<file path="config.mk">
export PLATFORM = sky130hd
export DESIGN_NAME = virq_cpu_if
export DESIGN_NICKNAME = d
export VERILOG_FILES = /design/src/rtl/virq_pkg.sv /design/src/rtl/virq_ctrl_regs.sv /design/src/rtl/virq_prio_stack.sv /design/src/rtl/virq_select.sv /design/src/rtl/virq_cpu_if.sv
export SDC_FILE = /design/constraint.sdc
export NUM_CORES = 1
export LEC_CHECK = 0
export ABC_AREA = 1
export BUFFER_PORTS_ARGS = -buffer_cell sky130_fd_sc_hd__buf_2
export CAP_MARGIN = 10
export CORE_MARGIN = 5
export CORE_UTILIZATION = 55
export CTS_CLUSTER_SIZE = 8
export DETAILED_ROUTE_END_ITERATION = 7
export MAX_ROUTING_LAYER = met4
export PLACE_DENSITY = 0.93
export SLEW_MARGIN = 10
export SYNTH_ARGS = -nofsm -noshare
export SYNTH_HDL_FRONTEND = slang
export SYNTH_SLANG_ARGS = --single-unit
</file>
<file path="constraint.sdc">
create_clock -name clk -period 5.5 [get_ports clk]
set_clock_uncertainty 0.05 [all_clocks]
set_input_delay 0.55 -clock clk [delete_from_list [all_inputs] [get_ports clk]]
set_output_delay 0.55 -clock clk [all_outputs]
set_load 0.01 [all_outputs]
</file>
<file path="src/rtl/virq_pkg.sv">
package virq_pkg;
  localparam int CTRL_W = 32;

  localparam logic [2:0] ADR_CTRL  = 3'd0;
  localparam logic [2:0] ADR_BPM   = 3'd1;
  localparam logic [2:0] ADR_BPA   = 3'd2;
  localparam logic [2:0] ADR_ACK   = 3'd3;
  localparam logic [2:0] ADR_EOI   = 3'd4;
  localparam logic [2:0] ADR_DEACT = 3'd5;
  localparam logic [2:0] ADR_HPQ   = 3'd6;

  localparam int BIT_EN0   = 0;
  localparam int BIT_EN1   = 1;
  localparam int BIT_SHOW1 = 2;
  localparam int BIT_FAST0 = 3;
  localparam int BIT_SHARE = 4;
  localparam int BIT_SPLIT = 9;

  localparam int ID_HIDDEN = 1022;
  localparam int ID_NONE   = 1023;

  typedef struct packed {
    logic split;
    logic share_bp;
    logic fast0;
    logic show1;
    logic en1;
    logic en0;
  } ctrl_t;
endpackage

</file>
<file path="src/rtl/virq_ctrl_regs.sv">
module virq_ctrl_regs
  import virq_pkg::*;
#(
  parameter int BP_W = 3
) (
  input  logic                clk,
  input  logic                rst,
  input  logic                wr_en,
  input  logic [2:0]          wr_addr,
  input  logic [CTRL_W-1:0]   wr_data,
  output ctrl_t               ctrl,
  output logic [BP_W-1:0]     bp_main,
  output logic [BP_W-1:0]     bp_alias,
  output logic [CTRL_W-1:0]   ctrl_word
);
  wire unused_rsvd = &{1'b0, wr_data[CTRL_W-1:BIT_SPLIT+1],
                       wr_data[BIT_SPLIT-1:BIT_SHARE+1]};

  always_ff @(posedge clk) begin
    if (rst) begin
      ctrl     <= '0;
      bp_main  <= '0;
      bp_alias <= '0;
    end else if (wr_en) begin
      case (wr_addr)
        ADR_CTRL: begin
          ctrl.en0      <= wr_data[BIT_EN0];
          ctrl.en1      <= wr_data[BIT_EN1];
          ctrl.show1    <= wr_data[BIT_SHOW1];
          ctrl.fast0    <= wr_data[BIT_FAST0];
          ctrl.share_bp <= wr_data[BIT_SHARE];
          ctrl.split    <= wr_data[BIT_SPLIT];
        end
        ADR_BPM: bp_main  <= wr_data[BP_W-1:0];
        ADR_BPA: bp_alias <= wr_data[BP_W-1:0];
        default: ;
      endcase
    end
  end

  always_comb begin
    ctrl_word            = '0;
    ctrl_word[BIT_EN0]   = ctrl.en0;
    ctrl_word[BIT_EN1]   = ctrl.en1;
    ctrl_word[BIT_SHOW1] = ctrl.show1;
    ctrl_word[BIT_FAST0] = ctrl.fast0;
    ctrl_word[BIT_SHARE] = ctrl.share_bp;
    ctrl_word[BIT_SPLIT] = ctrl.split;
  end
endmodule

</file>
<file path="src/rtl/virq_prio_stack.sv">
module virq_prio_stack #(
  parameter int DEPTH  = 4,
  parameter int PRIO_W = 8
) (
  input  logic              clk,
  input  logic              rst,
  input  logic              push,
  input  logic              pop,
  input  logic [PRIO_W-1:0] push_val,
  output logic [PRIO_W-1:0] running,
  output logic              empty,
  output logic              full
);
  localparam int CNT_W = $clog2(DEPTH + 1);
  localparam int PTR_W = (DEPTH > 1) ? $clog2(DEPTH) : 1;

  logic [PRIO_W-1:0] mem [DEPTH];
  logic [CNT_W-1:0]  cnt;
  logic [CNT_W-1:0]  top_idx;

  assign full    = (cnt == CNT_W'(DEPTH));
  assign empty   = (cnt == '0);
  assign top_idx = cnt - 1'b1;
  assign running = empty ? '1 : mem[top_idx[PTR_W-1:0]];

  always_ff @(posedge clk) begin
    if (rst) begin
      cnt <= '0;
    end else if (push && !full) begin
      cnt <= cnt + 1'b1;
    end else if (pop && !empty) begin
      cnt <= cnt - 1'b1;
    end
  end

  always_ff @(posedge clk) begin
    if (push && !full) begin
      mem[cnt[PTR_W-1:0]] <= push_val;
    end
  end
endmodule

</file>
<file path="src/rtl/virq_select.sv">
module virq_select #(
  parameter int PRIO_W = 8,
  parameter int BP_W   = 3
) (
  input  logic              cand_vld,
  input  logic [PRIO_W-1:0] cand_prio,
  input  logic              cand_grp,
  input  logic              en0,
  input  logic              en1,
  input  logic              fast0,
  input  logic              share_bp,
  input  logic [BP_W-1:0]   bp_main,
  input  logic [BP_W-1:0]   bp_alias,
  input  logic [PRIO_W-1:0] running,
  input  logic              stk_full,
  output logic [PRIO_W-1:0] grp_prio,
  output logic              eligible,
  output logic              to_irq,
  output logic              to_fiq
);
  logic [BP_W-1:0]   bp_sel;
  logic [PRIO_W-1:0] mask;
  logic              grp_en;

  always_comb begin
    bp_sel   = (cand_grp && !share_bp) ? bp_alias : bp_main;
    mask     = {PRIO_W{1'b1}} << bp_sel;
    grp_prio = cand_prio & mask;
    grp_en   = cand_grp ? en1 : en0;
    eligible = cand_vld && grp_en && !stk_full && (grp_prio < running);
    to_fiq   = eligible && !cand_grp && fast0;
    to_irq   = eligible && !to_fiq;
  end
endmodule

</file>
<file path="src/rtl/virq_cpu_if.sv">
module virq_cpu_if
  import virq_pkg::*;
#(
  parameter int ID_W   = 10,
  parameter int PRIO_W = 8,
  parameter int BP_W   = 3,
  parameter int DEPTH  = 4
) (
  input  logic              clk,
  input  logic              rst,
  input  logic              acc_wr,
  input  logic              acc_rd,
  input  logic [2:0]        acc_addr,
  input  logic [31:0]       acc_wdata,
  output logic [31:0]       acc_rdata,
  output logic              acc_rvalid,
  input  logic              cand_vld,
  input  logic [ID_W-1:0]   cand_id,
  input  logic [PRIO_W-1:0] cand_prio,
  input  logic              cand_grp,
  output logic              irq_o,
  output logic              fiq_o,
  output logic              drop_vld,
  output logic [ID_W-1:0]   drop_id,
  output logic              deact_vld,
  output logic [ID_W-1:0]   deact_id
);
  ctrl_t             ctrl_q;
  logic [BP_W-1:0]   bp_main, bp_alias;
  logic [31:0]       ctrl_word;
  logic              mode_en0, mode_en1, mode_fast0, mode_split;
  logic [PRIO_W-1:0] running, grp_prio;
  logic              stk_empty, stk_full;
  logic              eligible, to_irq, to_fiq;
  logic              rd_fire, hidden, push, pop;
  logic              eoi_wr, deact_wr;
  logic [ID_W-1:0]   resp_id, wr_id;
  logic [31:0]       rd_mux;

  assign mode_en0   = ctrl_q.en0;
  assign mode_en1   = ctrl_q.en1;
  assign mode_fast0 = ctrl_q.fast0;
  assign mode_split = ctrl_q.split;

  virq_ctrl_regs #(.BP_W(BP_W)) u_regs (
    .clk      (clk),
    .rst      (rst),
    .wr_en    (acc_wr),
    .wr_addr  (acc_addr),
    .wr_data  (acc_wdata),
    .ctrl     (ctrl_q),
    .bp_main  (bp_main),
    .bp_alias (bp_alias),
    .ctrl_word(ctrl_word)
  );

  virq_select #(.PRIO_W(PRIO_W), .BP_W(BP_W)) u_sel (
    .cand_vld (cand_vld),
    .cand_prio(cand_prio),
    .cand_grp (cand_grp),
    .en0      (mode_en0),
    .en1      (mode_en1),
    .fast0    (mode_fast0),
    .share_bp (ctrl_q.share_bp),
    .bp_main  (bp_main),
    .bp_alias (bp_alias),
    .running  (running),
    .stk_full (stk_full),
    .grp_prio (grp_prio),
    .eligible (eligible),
    .to_irq   (to_irq),
    .to_fiq   (to_fiq)
  );

  virq_prio_stack #(.DEPTH(DEPTH), .PRIO_W(PRIO_W)) u_stk (
    .clk     (clk),
    .rst     (rst),
    .push    (push),
    .pop     (pop),
    .push_val(grp_prio),
    .running (running),
    .empty   (stk_empty),
    .full    (stk_full)
  );

  always_comb begin
    rd_fire  = acc_rd && !acc_wr;
    hidden   = eligible && cand_grp && !ctrl_q.show1;
    wr_id    = acc_wdata[ID_W-1:0];
    eoi_wr   = acc_wr && (acc_addr == ADR_EOI);
    deact_wr = acc_wr && (acc_addr == ADR_DEACT);
    pop      = eoi_wr && !stk_empty;
    push     = rd_fire && (acc_addr == ADR_ACK) && eligible && !hidden;
    if (!eligible)   resp_id = ID_W'(ID_NONE);
    else if (hidden) resp_id = ID_W'(ID_HIDDEN);
    else             resp_id = cand_id;
    case (acc_addr)
      ADR_CTRL:         rd_mux = ctrl_word;
      ADR_BPM:          rd_mux = {{(32-BP_W){1'b0}}, bp_main};
      ADR_BPA:          rd_mux = {{(32-BP_W){1'b0}}, bp_alias};
      ADR_ACK, ADR_HPQ: rd_mux = {{(32-ID_W){1'b0}}, resp_id};
      default:          rd_mux = '0;
    endcase
  end

  always_ff @(posedge clk) begin
    if (rst) begin
      acc_rvalid <= 1'b0;
      acc_rdata  <= '0;
      irq_o      <= 1'b0;
      fiq_o      <= 1'b0;
      drop_vld   <= 1'b0;
      drop_id    <= '0;
      deact_vld  <= 1'b0;
      deact_id   <= '0;
    end else begin
      acc_rvalid <= rd_fire;
      acc_rdata  <= rd_fire ? rd_mux : '0;
      irq_o      <= to_irq;
      fiq_o      <= to_fiq;
      drop_vld   <= pop;
      deact_vld  <= (pop && !mode_split) || (deact_wr && mode_split);
      if (pop) drop_id <= wr_id;
      if ((pop && !mode_split) || (deact_wr && mode_split)) deact_id <= wr_id;
    end
  end
endmodule

</file>
==> summary.txt <==
Timing
  – Final worst slack: 1348 ps
  – Tcrit/Tclk final: 75.50%
  – Setup TNS: 0 ps
  – Actual transition at the worst max-transition pin: 788.5 ps
  – Final hold violations: 0
  – Slew HR: 47.24%
  – Peak Freq: 240.8 MHz
  – Max-slew violations: 0
  – Fin crit period: 4152 ps
  – RSZ-0062 raised after global routing: no
  – Final setup vio count: 0

Worst hold path
  – HP Class: in2reg
  – Hold Startpoint: cand_id[5]
  – Hold path endpoint: acc_rdata[5]$_SDFF_PP0_
  – Hold path depth: 3

CTS
  – Clock sinks: 82
  – Clock buffer depth: 2
  – Post-CTS sizing: 0
  – Insertion delay to the later sink of the worst-skew pair: 350 ps
  – Htree depth: 3
  – Setup Buffers After CTS: 0
  – Hold buffer count at CTS: 0
  – Reg clk slew, reported paths: 80 ps
  – Clk root buf: clkbuf_8
  – TritonCTS clock tree: built
  – Num CTS Buffers: 9

Logic synthesis
  – Yosys warns: 0
  – Synth cell types: 37
  – Synthesized flop and latch total: 82
  – Synth Instances: 448
  – Synth Area per Inst: 8.518 um2
  – Post-synthesis sequential area ratio: 51.41%
  – Post-Syn Area: 3816 um2

Setup path
  – Crit path capture type: register
  – FF-to-FF End: u_stk.mem[3][6]$_DFFE_PP_
  – CP Data Arrival Time: 4080 ps
  – Setup Crit Path Kind: reg2reg
  – R2r worst-path depth: 14
  – R2r setup slk: 1350 ps
  – Worst r2r src: u_stk.cnt[0]$_SDFFE_PP0P_
  – CP Launch Type: register
  – Req. time, crit path: 5430 ps
  – CP Max Fanout: 21

Power and ir drop
  – Switching power total: 0.2530 mW
  – Clock Power Share: 39.0%
  – Int Pwr: 0.9136 mW
  – Logic pwr share: 6.2%
  – Worst vdd ir: 172.7 uV
  – Register share of total power: 54.8%
  – Total power: 1.167 mW
  – PD cells: 268.3 nW/um2
  – Sw Ratio: 21.69%
  – P_leak: 2.057 nW

Layout
  – Multi-input logic area: 1519 um2
  – Fin util: 64.35%
  – Final #Nets: 588
  – Register area: 1962 um2
  – Commonest non-fill, non-tap cell in the layout: nor2_1
  – N_diodes: 0
  – Area Overhead vs Synth: 13.93%
  – Most frequent cells in the layout: nor2_1, buf_2, nand2_1
  – Share of cells above drive strength 1: 20.50%
  – Fillcell total: 551

Global routing
  – GRT overflow: 0
  – GRT Util Overall: 20.96%
  – Initial antenna violation count: 0
  – First-pass GRT wire length: 13.92 mm
  – Vias in the first global route: 3,051
  – Largest net degree at the start of global routing: 34

Status
  – Outcome: finished clean

Drt
  – # DRC: 0
  – TritonRoute pass-1 iters: 4
  – Wire length per cell: 14.26 um
  – Avg Vias per Cell: 5.184
  – DR vias: 3,121
  – Drt initial violations: 195
  – Final ANT Viol Nets: 0
  – Drt total wl: 8.585 mm

Placed design
  – Number of buffers added on ports: 71
  – Gp weighted congestion: 0.9276
  – Detail Placement HPWL: 6.344 mm
  – Place WS: 1359 ps

Floorplanning
  – Num ports: 116
  – Die Ht: 93.30 um
  – Die Area: 8704 um2
  – Initial Util: 56.48%
  – Chip width: 93.30 um
  – Core Area: 6756 um2
  – # rows: 30

Job
  – Max_cap viols: 0
==> cell usage after synthesis <==
library cell | n | share of area, %
nor2_1 | 81 | 8.0
nand2_1 | 70 | 6.9
dfxtp_1 | 50 | 26
inv_1 | 46 | 4.5
edfxtp_1 | 32 | 25
o21ai_0 | 30 | 3.9
buf_4 | 23 | 4.5
a21oi_1 | 21 | 2.8
nand3_1 | 20 | 2.6
ha_1 | 12 | 3.9
o21ai_1 | 12 | 1.6
clkbuf_1 | 8 | 0.79
inv_2 | 4 | 0.39
nand2_2 | 4 | 0.66
nand4_1 | 4 | 0.66
a221oi_1 | 3 | 0.69
buf_1 | 2 | 0.20
buf_2 | 2 | 0.26
nand2_4 | 2 | 0.59
nand3_2 | 2 | 0.52
nor2_4 | 2 | 0.59
nor3_1 | 2 | 0.26
nor3b_1 | 2 | 0.39
a21boi_0 | 1 | 0.20
a21oi_2 | 1 | 0.23
a311oi_4 | 1 | 0.69
and2_1 | 1 | 0.16
conb_1 | 1 | 0.098
inv_4 | 1 | 0.16
nand3_4 | 1 | 0.46
nor2_2 | 1 | 0.16
nor4_4 | 1 | 0.56
o21a_1 | 1 | 0.20
o22ai_2 | 1 | 0.33
or2_1 | 1 | 0.16
xnor2_1 | 1 | 0.23
xor2_1 | 1 | 0.23
==> cells by family after synthesis <==
kind of cell             after synthesis  synth area share [%]
adder cells (fa/ha/maj)               12                 3.934
flip-flops                            82                 51.41
AND/OR/NAND/NOR                      194                 22.66
AO/OA/AOI/OAI                         71                 10.59
XOR/XNOR                               2                0.4591
other                                  1               0.09827
buffers and inverters                 86                 10.85
==> stage by stage <==
stage          std cells  area, um2  hold slack [ps]
6_report             602       4348            353.9
3_3_place_gp         586       4138            405.2
3_5_place_dp         586       4138            426.0
4_1_cts              602       4348            341.9
2_1_floorplan        469       3895            391.2
5_1_grt              602       4348            362.2
==> metal layers <==
| layer | routed length [um] | global-route usage [%] | vias up | part of all wire [%] |
|---|---|---|---|---|
| met4 | 191 | 7.692 | 0 | 2.2 |
| met2 | 4049 | 33.83 | 125 | 47 |
| met5 | 0 | - | - | 0 |
| li1 | - | - | 1542 | - |
| met1 | 3640 | 25.39 | 1431 | 42 |
| met3 | 704 | 5.471 | 23 | 8.2 |
==> final cells by class <==
type                    instances  area share (%)
clock buffers                  11           3.022
well taps                      80           2.302
repair buffers                 72           8.345
flip-flops and latches         82           45.12
multi-input cells             301           34.94
inverters                      51           4.460
clock inverters                 5           1.813
==> worst max-delay path by stage <==
stage	depth (start not counted)	slack, ps	from	to
global route	14	1030	u_stk.cnt[0]$_SDFFE_PP0P_	u_stk.mem[3][4]$_DFFE_PP_
detailed placement	14	1360	u_stk.cnt[0]$_SDFFE_PP0P_	u_stk.mem[3][1]$_DFFE_PP_
finish	14	1350	u_stk.cnt[0]$_SDFFE_PP0P_	u_stk.mem[3][6]$_DFFE_PP_
CTS	14	1340	u_stk.cnt[0]$_SDFFE_PP0P_	u_stk.mem[3][7]$_DFFE_PP_
floorplan	15	1950	u_stk.cnt[0]$_SDFFE_PP0P_	u_stk.mem[1][0]$_DFFE_PP_
global placement	14	1470	u_stk.cnt[0]$_SDFFE_PP0P_	u_stk.mem[3][1]$_DFFE_PP_
==> flip-flops by register name, indices dropped and copies added, names as in the netlist <==
signal           flops
u_stk.mem           32
acc_rdata           10
deact_id            10
drop_id             10
u_regs.ctrl          6
u_regs.bp_alias      3
u_regs.bp_main       3
u_stk.cnt            3
acc_rvalid           1
deact_vld            1
drop_vld             1
fiq_o                1
irq_o                1
==> critical path: stages (launching register included) <==
cell	delay, ps
dfxtp_1	310
buf_4	240
inv_4	150
ha_1	480
inv_1	320
nand3_1	140
a21oi_1	190
ha_1	260
nand2_1	90
inv_1	80
nand2_1	70
nand4_1	120
a311oi_4	420
nand3_4	210
nor2_1	650
==> power groups by stage <==
stage / logic, mW / clock network [mW] / registers [mW]
floorplan: 0.0533 / 0 / 0.653
global route: 0.0807 / 0.491 / 0.639
detailed placement: 0.0707 / 0 / 0.653
CTS: 0.0713 / 0.465 / 0.639
finish: 0.0722 / 0.455 / 0.639
global placement: 0.0679 / 0 / 0.653
(Power assumes the default switching activity.)
